===== src/rtl/clkAlm_pkg.sv =====
package clkAlm_pkg;
  localparam int DW = 8;
  localparam int N_TIME = 4;
  localparam int N_ALM = 4;
  localparam int ADR_ALM0 = 4;
  localparam int ADR_CTL = 8;
  localparam int ADR_STAT = 9;

  typedef struct packed {
    logic [6:0] sec;
    logic [6:0] min;
    logic [6:0] hour;
    logic [2:0] day;
  } timeVec_t;

  typedef struct packed {
    logic advance;
    logic [N_TIME-1:0] wrTime;
    logic [N_ALM-1:0] wrAlm;
    logic wrCtl;
    logic almTouch;
  } strobe_t;

  function automatic logic [DW-1:0] almKeep(input int idx);
    return (idx == 3) ? 8'h87 : 8'hFF;
  endfunction

  function automatic logic [DW-1:0] bcdInc(input logic [DW-1:0] v);
    return (v[3:0] >= 4'd9) ? {v[7:4] + 4'd1, 4'd0} : v + 8'd1;
  endfunction
endpackage


===== src/rtl/clkAlm_ctrl.sv =====
module clkAlm_ctrl
  import clkAlm_pkg::*;
#(
  parameter int ADDR_W = 4
) (
  input  logic              clk,
  input  logic              rstN,
  input  logic              tick,
  input  logic [ADDR_W-1:0] hostAddr,
  input  logic              hostWr,
  input  logic              hostRd,
  input  logic [DW-1:0]     hostWdata,
  input  logic              matchNext,
  output strobe_t           strb,
  output logic              oscStop,
  output logic              intEn,
  output logic              irqFlag,
  output logic              irq
);
  int addrI;

  always_comb begin
    addrI = int'(hostAddr);
    strb = '0;
    for (int k = 0; k < N_TIME; k++) strb.wrTime[k] = hostWr && (addrI == k);
    for (int k = 0; k < N_ALM; k++) strb.wrAlm[k] = hostWr && (addrI == ADR_ALM0 + k);
    strb.wrCtl = hostWr && (addrI == ADR_CTL);
    strb.almTouch = (hostWr || hostRd) && (addrI >= ADR_ALM0) && (addrI < ADR_ALM0 + N_ALM);
    strb.advance = tick && !oscStop && !(|strb.wrTime);
  end

  always_ff @(posedge clk) begin
    if (!rstN) begin
      oscStop <= 1'b1;
      intEn <= 1'b0;
      irqFlag <= 1'b0;
    end else begin
      if (strb.wrCtl) begin
        oscStop <= hostWdata[7];
        intEn <= hostWdata[0];
      end
      if (strb.advance && matchNext) irqFlag <= 1'b1;
      else if (strb.almTouch) irqFlag <= 1'b0;
    end
  end

  assign irq = irqFlag && intEn;
endmodule


===== src/rtl/clkAlm_dp.sv =====
module clkAlm_dp
  import clkAlm_pkg::*;
(
  input  logic          clk,
  input  logic          rstN,
  input  strobe_t       strb,
  input  logic [DW-1:0] hostWdata,
  output timeVec_t      timeNow,
  output logic [DW-1:0] almReg [N_ALM],
  output logic          matchNext
);
  timeVec_t nxt;
  logic cMin, cHr, cDay;
  logic [DW-1:0] tmp;
  logic [DW-1:0] nxtField [N_ALM];
  logic [N_ALM-1:0] fieldOk;

  always_comb begin
    nxt = timeNow;
    cMin = 1'b0;
    cHr = 1'b0;
    cDay = 1'b0;
    tmp = '0;
    if (timeNow.sec == 7'h59) begin
      nxt.sec = '0;
      cMin = 1'b1;
    end else begin
      tmp = bcdInc({1'b0, timeNow.sec});
      nxt.sec = tmp[6:0];
    end
    if (cMin) begin
      if (timeNow.min == 7'h59) begin
        nxt.min = '0;
        cHr = 1'b1;
      end else begin
        tmp = bcdInc({1'b0, timeNow.min});
        nxt.min = tmp[6:0];
      end
    end
    if (cHr) begin
      if (timeNow.hour[6]) begin
        if (timeNow.hour[4:0] == 5'h12) begin
          nxt.hour[4:0] = 5'h01;
        end else if (timeNow.hour[4:0] == 5'h11) begin
          nxt.hour[4:0] = 5'h12;
          nxt.hour[5] = !timeNow.hour[5];
          cDay = timeNow.hour[5];
        end else begin
          tmp = bcdInc({3'b0, timeNow.hour[4:0]});
          nxt.hour[4:0] = tmp[4:0];
        end
      end else begin
        if (timeNow.hour[5:0] == 6'h23) begin
          nxt.hour = '0;
          cDay = 1'b1;
        end else begin
          tmp = bcdInc({2'b0, timeNow.hour[5:0]});
          nxt.hour = {1'b0, tmp[5:0]};
        end
      end
    end
    if (cDay) nxt.day = (timeNow.day >= 3'd7) ? 3'd1 : timeNow.day + 3'd1;
  end

  assign nxtField[0] = {1'b0, nxt.sec};
  assign nxtField[1] = {1'b0, nxt.min};
  assign nxtField[2] = {1'b0, nxt.hour};
  assign nxtField[3] = {5'b0, nxt.day};

  for (genvar k = 0; k < N_ALM; k++) begin : g_cmp
    assign fieldOk[k] = almReg[k][7] || (almReg[k][6:0] == nxtField[k][6:0]);
  end
  assign matchNext = &fieldOk;

  always_ff @(posedge clk) begin
    if (!rstN) begin
      timeNow <= '{sec: '0, min: '0, hour: '0, day: 3'd1};
    end else if (|strb.wrTime) begin
      if (strb.wrTime[0]) timeNow.sec <= hostWdata[6:0];
      if (strb.wrTime[1]) timeNow.min <= hostWdata[6:0];
      if (strb.wrTime[2]) timeNow.hour <= hostWdata[6:0];
      if (strb.wrTime[3]) timeNow.day <= hostWdata[2:0];
    end else if (strb.advance) begin
      timeNow <= nxt;
    end
  end

  for (genvar k = 0; k < N_ALM; k++) begin : g_alm
    always_ff @(posedge clk) begin
      if (!rstN) almReg[k] <= '0;
      else if (strb.wrAlm[k]) almReg[k] <= hostWdata & almKeep(k);
    end
  end
endmodule


===== src/rtl/clkAlm_top.sv =====
module clkAlm_top
  import clkAlm_pkg::*;
#(
  parameter int ADDR_W = 4
) (
  input  logic              clk,
  input  logic              rstN,
  input  logic              tick,
  input  logic [ADDR_W-1:0] hostAddr,
  input  logic              hostWr,
  input  logic              hostRd,
  input  logic [7:0]        hostWdata,
  output logic [7:0]        hostRdata,
  output logic              irq
);
  strobe_t strb;
  timeVec_t timeNow;
  logic [DW-1:0] almReg [N_ALM];
  logic matchNext, oscStop, intEn, irqFlag;

  clkAlm_ctrl #(.ADDR_W(ADDR_W)) u_ctrl (
    .clk(clk), .rstN(rstN), .tick(tick), .hostAddr(hostAddr), .hostWr(hostWr),
    .hostRd(hostRd), .hostWdata(hostWdata), .matchNext(matchNext), .strb(strb),
    .oscStop(oscStop), .intEn(intEn), .irqFlag(irqFlag), .irq(irq)
  );

  clkAlm_dp u_dp (
    .clk(clk), .rstN(rstN), .strb(strb), .hostWdata(hostWdata),
    .timeNow(timeNow), .almReg(almReg), .matchNext(matchNext)
  );

  always_comb begin
    case (int'(hostAddr))
      0: hostRdata = {1'b0, timeNow.sec};
      1: hostRdata = {1'b0, timeNow.min};
      2: hostRdata = {1'b0, timeNow.hour};
      3: hostRdata = {5'b0, timeNow.day};
      4: hostRdata = almReg[0];
      5: hostRdata = almReg[1];
      6: hostRdata = almReg[2];
      7: hostRdata = almReg[3];
      ADR_CTL: hostRdata = {oscStop, 6'b0, intEn};
      ADR_STAT: hostRdata = {7'b0, irqFlag};
      default: hostRdata = '0;
    endcase
  end
endmodule


===== config.mk =====
export PLATFORM = sky130hd
export DESIGN_NAME = clkAlm_top
export DESIGN_NICKNAME = d
export VERILOG_FILES = /design/src/rtl/clkAlm_pkg.sv /design/src/rtl/clkAlm_ctrl.sv /design/src/rtl/clkAlm_dp.sv /design/src/rtl/clkAlm_top.sv
export SDC_FILE = /design/constraint.sdc
export NUM_CORES = 1
export LEC_CHECK = 0
export BUFFER_PORTS_ARGS = -buffer_cell sky130_fd_sc_hd__buf_2
export CAP_MARGIN = 0
export CORE_MARGIN = 5
export CORE_UTILIZATION = 49
export CTS_CLUSTER_DIAMETER = 80
export DETAILED_ROUTE_END_ITERATION = 10
export GPL_TIMING_DRIVEN = 1
export PLACE_DENSITY = 0.67
export SYNTH_ARGS = -nofsm -noshare
export SYNTH_HDL_FRONTEND = slang
export SYNTH_SLANG_ARGS = --single-unit

===== constraint.sdc =====
create_clock -name clk -period 6 [get_ports clk]
set_clock_uncertainty 0.05 [all_clocks]
set_input_delay 0.3 -clock clk [delete_from_list [all_inputs] [get_ports clk]]
set_output_delay 0.3 -clock clk [all_outputs]
set_load 0.02 [all_outputs]

Yosys cells after proc, flatten, opt, wreduce, memory -nomap -nowiden
Cells that the tools add are included.

Register bits: 55. Bits of input ports: 17. Output and inout bits: 9. Word-level logic and storage cells: 123.

$add $sub $neg: 9. Magnitude comparators: 6. Eq/ne operators: 30. Mux-type cells: 34. Reduce and logical (&&, ||, !) cells: 33.

Operator list (number): case mux 8 bit (10 select lines) (1); 2-to-1 mux 7 bit (9); 2-to-1 mux 24 bit (2); equality test 4 bit (second input constant) (7); equality test 4 x 3 -> 1 bit (second input constant) (6); equality test 7 bit (3); 2-to-1 mux 6 bit (3); logical AND 1 bit (15); 2-to-1 mux 5 bit (3); adder 7 x 1 -> 7 bit (second input constant) (2); equality test 7 bit (second input constant) (2); 2-to-1 mux 1 bit (13); equality test 4 x 2 -> 1 bit (second input constant) (3); >= comparator 4 bit (second input constant) (3); equality test 5 bit (second input constant) (2); adder 3 x 1 -> 3 bit (second input constant) (3); 2-to-1 mux 3 bit (3); zero test 4 bit (2); inequality test 2 bit (second input constant) (4); AND reduction 2 bit (4); adder 6 x 1 -> 6 bit (second input constant) (1); equality test 6 bit (second input constant) (1); adder 5 x 1 -> 5 bit (second input constant) (1); logical OR 1 bit (5); 11 further kinds (14).

Depth between registers and ports, before layout
Depth in word-level cells: 11. Gate-level depth with buffers: 13. Mapped depth without buffers: 13.

Cells and area by module
Synthesis repeated with hierarchy kept, for this count alone.

Cells, all modules: 516. Area, all modules: 4301.6 µm².

Modules (own cells, without submodules): clkAlm_dp (times used 1, cells an instance 412, area an instance 3469.6 µm², seq. area each 1041.0 µm²); clkAlm_top (times used 1, cells an instance 73, area an instance 596.8 µm², seq. area each 0.0 µm²); clkAlm_ctrl (times used 1, cells an instance 31, area an instance 235.2 µm², seq. area each 60.1 µm²).

Least setup slack after synthesis
Ideal clock, no wire load.

Path type: register to register. From: register, netlist name u_dp.timeNow[4]. To: register u_ctrl.irqFlag. Setup time: 122 ps. Arrival: 2362 ps. Data required time: 5828 ps. Path slack: 3466 ps. Cell stages (with the launch flop): 12. Path buffers: 1. Period minus slack after synthesis: 2534 ps. Cells stage by stage: dfxtp_1 -> inv_1 -> ha_1 -> or3b_1 -> buf_2 -> a2bb2oi_1 -> nand2_1 -> or2_2 -> o2111ai_1 -> nor4_2 -> o211ai_1 -> o31ai_2.

Longest elaborated chain between the ends: 11. Elaborated cells between the ends (all ways): 29. Those cells by class: add/sub (2); order compare (1); eq/ne (5); mux (16); reduce/logical (5).

RTL lines: adder 5 x 1 -> 5 bit, or another cell as far along (line clkAlm_pkg.sv:29) `return (v[3:0] >= 4'd9) ? {v[7:4] + 4'd1, 4'd0} : v + 8'd1;`; 2-to-1 mux 5 bit / 2-to-1 mux 1 bit (equally long branches) (line clkAlm_pkg.sv:29, clkAlm_dp.sv:44); 2-to-1 mux 5 bit / 2-to-1 mux 1 bit (equally long branches) (line clkAlm_dp.sv:44, clkAlm_dp.sv:42); 2-to-1 mux 5 bit / 2-to-1 mux 1 bit (equally long branches) (line clkAlm_dp.sv:42, clkAlm_dp.sv:41); 2-to-1 mux 6 bit / 2-to-1 mux 1 bit (equally long branches) (line clkAlm_dp.sv:41, clkAlm_dp.sv:40); 2-to-1 mux 7 bit / 2-to-1 mux 3 bit (equally long branches) (line clkAlm_dp.sv:40, clkAlm_dp.sv:62); equality test 7 bit / equality test 3 bit (equally long branches) (line clkAlm_dp.sv:71) `assign fieldOk[k] = almReg[k][7] || (almReg[k][6:0] == nxtField[k][6:0]);`; logical OR 1 bit (line clkAlm_dp.sv:71); AND reduction 4 bit * (line clkAlm_dp.sv:73) `assign matchNext = &fieldOk;`; logical AND 1 bit * (line clkAlm_ctrl.sv:42) `if (strb.advance && matchNext) irqFlag <= 1'b1;`; 2-to-1 mux 1 bit / nonzero test 2 bit (equally long branches); end signal, assigned (line clkAlm_ctrl.sv:36) `irqFlag <= 1'b0;`; end signal, assigned (line clkAlm_ctrl.sv:42); end signal, assigned (line clkAlm_ctrl.sv:43) `else if (strb.almTouch) irqFlag <= 1'b0;`; end, declared (line clkAlm_ctrl.sv:17) `output logic irqFlag,`.

Mark *: on every way between the ends. The rest lies on a longest branch, timed or not. A chain may end at the register's enable or synchronous reset.

Final worst setup path
From: register, netlist name u_dp.timeNow[17]. To: register u_ctrl.irqFlag.

Longest elaborated chain between the ends: 10. Elaborated cells between the ends (all ways): 23. Those cells by class: add/sub (1); order compare (1); eq/ne (5); mux (9); reduce/logical (7).

RTL lines (line): branches (longest 7 deep; another with adder 7 x 1 -> 7 bit); AND reduction 4 bit * (clkAlm_dp.sv:73); logical AND 1 bit * (clkAlm_ctrl.sv:42); 2-to-1 mux 1 bit / nonzero test 2 bit (equally long branches).

Every way passes the cells marked *.

==> impl_metrics.toml <==
[status]
status = "finished clean"

[clock_network]
cts_resized = 0
cts_tree = "yes"
numCtsBuffers = 5
cts.clk_slew.worst_paths_ps = 120
insertion_delay_ps = 330
cts_buffer_depth = 2
cts.sinks = 55
postCtsHoldBufs = 0
cts_setup_buffers = 0
ctsHtreeMaxLevel = 2
root_buffer = "clkbuf_8"

[placement]
placedCellCount = 615
dp_hpwl_mm = 9.01
io_buffer_count = 25
place_congestion = 0.879

[yosys]
synth_ff_type = "dfxtp_1"
avgSynthCellArea_sq_um = 8.05
yosysSeqAreaShare_pct = 26.4
synth_edf_count = 0
synth_top_cell_area_share_pct = 26.4
synth_area_leaders = "dfxtp_1, mux2i_1, nand2_1"
async_flop_share_pct = 0
syn-instance-count = 518
syn_area_sq_um = 4170
ys_types = 68
syn_nets = 553
synth_most_common_cell = "nand2_1"
yosysTopAreaCell = "dfxtp_1"
synth-seq-cells = 55
synthTopCellsByCount = "nand2_1, dfxtp_1, o21ai_0"
ys.warnings.count = 0

[cells_and_area]
finalNonFillerCells = 623
fin_nets = 552
multi_input_area_sq_um = 2870
synthToLayoutAreaGrowth_pct = 5.61
drive_gt1_share_pct = 10.4
fill_cells = 825
finish.utilization_pct = 53.3
antenna_cells = 0
seqCellArea_sq_um = 1100

[setup_path]
crit_type = "reg2reg"
start_kind = "flip-flop"
worstPathRequired_ps = 6210
reg2reg_depth = 9
crit_slowest_cell = "and4_1"
crit_path_max_fanout = 16
cpPeakStageDelay_ps = 600
end_kind = "flip-flop"
cp.arrival_ps = 3250
cp_cell_sequence = "ha_1 -> and4b_2 -> and4_1 -> a21oi_2 -> a2111oi_4 -> o21ai_1 -> nor4_2 -> o211ai_1 -> o31ai_2"

[routing]
drt-initial-drc-count = 279
vias_per_cell = 6.35
vias = 3957
firstDrtPassIters = 5
drtAntennaViolNets = 0
wl_per_cell_um = 19.8
wirelength_mm = 12.3
route.detailed.drc = 0

[sta]
tightest_slew_ps = 935
maxSlewHeadroom_pct = 37.4
period_needed_ps = 3040
period_share_pct = 50.7
tns_ps = 0
fmax_ghz = 0.329
rsz0062_at_grt = "no"
drv_slew = 0
timing_hold_violations_final = 0
finalSetupViolCount = 0

[floorplanning]
ios = 26
die_w_um = 102
start_util_pct = 50.5
core_sq_um = 8260
fp.dieH_um = 102
die_area_sq_um = 10500
row_count = 33

[pwr]
power.internal_uw = 530
p_switching_uw = 202
clock_power_share_pct = 36.8
power_uw = 732
p_seq_share_pct = 51.7
p_comb_share_pct = 11.5
ir_worst_vdd_mv = 0.120
powerDensity_nw_per_um2 = 166
leakage_uw = 0.00164
swShare_pct = 27.6

[global_routing]
grt_pass1_vias = 3776
grtUsageTotal_pct = 24.3
grt_max_degree = 57
grt_pass1_wl_mm = 19.8
grt-ovfl-total = 0
antenna_found_initial = 0

[job]
maxCapViolCount = 0

[hold_path]
hold_depth = 3
hold_path.class = "in2reg"
-- final cells by class --
| class | instances | share of cell area (%) |
|---|---|---|
| tap | 105 | 2.98 |
| clock buffer | 5 | 1.56 |
| timing repair buffer | 25 | 2.84 |
| inverter | 14 | 1.19 |
| multi-input combinational | 416 | 65.3 |
| sequential | 55 | 25.0 |
| clock inverter | 3 | 1.14 |
-- cell usage in the layout, fill, tap and decap left out, types with 4 or more instances in the layout --
cell type  count
mux2i_1       35
inv_1         14
ha_1          18
nand2_1       69
nor2b_1       28
xor2_1         8
o211ai_1       9
nand3_1       17
xnor2_1       14
nand2b_1       6
and2_1         7
nor2_1        24
clkbuf_8       5
a221o_1        5
nor4_1         4
and3_1         4
a31oi_1       14
o21ai_0       36
a21boi_0      13
a211oi_1       4
buf_2         25
o211a_1        5
nor3_1         9
dfxtp_1       55
a41oi_1        4
a21oi_1       16
-- cell families after synthesis --
kind of cell	synth area share, %
AO/OA/AOI/OAI	23.8
flip-flops	26.4
AND/OR/NAND/NOR	24.8
multiplexers	10.3
XOR/XNOR	4.62
buffers and inverters	4.65
adder cells (fa/ha/maj)	5.40
-- power by group through the flow --
| stage | clock [uW] | combinational, uW | sequential (uW) |
|---|---|---|---|
| finish | 269 | 84.1 | 378 |
| global route | 289 | 90.7 | 379 |
| CTS | 273 | 83.2 | 378 |
| detailed placement | 0 | 82.9 | 386 |
| global placement | 0 | 82.1 | 386 |
| floorplan | 0 | 59.4 | 382 |
-- worst paths after layout --
| path | start | to | slack (ps) |
|---|---|---|---|
| max reg2reg | u_dp.timeNow[17]$_SDFFE_PN0P_ | u_ctrl.irqFlag$_SDFFE_PN0P_ | 2960 |
| min | hostWdata[3] | u_dp.almReg[11]$_SDFFE_PN0P_ | 220 |
| max | u_dp.timeNow[17]$_SDFFE_PN0P_ | u_ctrl.irqFlag$_SDFFE_PN0P_ | 2960 |
| min reg2reg | u_ctrl.irqFlag$_SDFFE_PN0P_ | u_ctrl.irqFlag$_SDFFE_PN0P_ | 460 |
-- registers in the layout, summed over array words and instances, names as in the netlist --
name and cells:
u_ctrl.irqFlag 1, u_dp.timeNow 24, u_ctrl.oscStop 1, u_dp.almReg 28, u_ctrl.intEn 1
-- metal layers --
metal	track usage [%]	up-vias	routed length, um	share of wire, %
met3	2.66	22	674	5.5
li1	-	1896	-	-
met1	32.2	1910	5480	44
met2	41.7	129	5860	48
met5	0	-	0	0
met4	7.27	0	303	2.5
-- critical path, delay by kind of cell, from the launching register on --
family,cells,cell delay [ps]
flip-flops,1,500
AND/OR/NAND/NOR,3,1180
adder cells (fa/ha/maj),1,230
AO/OA/AOI/OAI,5,990
-- stage by stage --
step / cell area (sq um) / hold WS (ps) / worst slack (ps)
final: 4400 / 222 / 2960
after global routing: 4400 / 245 / 2810
after CTS: 4400 / 228 / 2980
after detailed placement: 4280 / 445 / 3010
after global placement: 4280 / 434 / 3080
after floorplan: 4170 / 375 / 3470
Note: power is estimated with default switching activity, not from simulation.
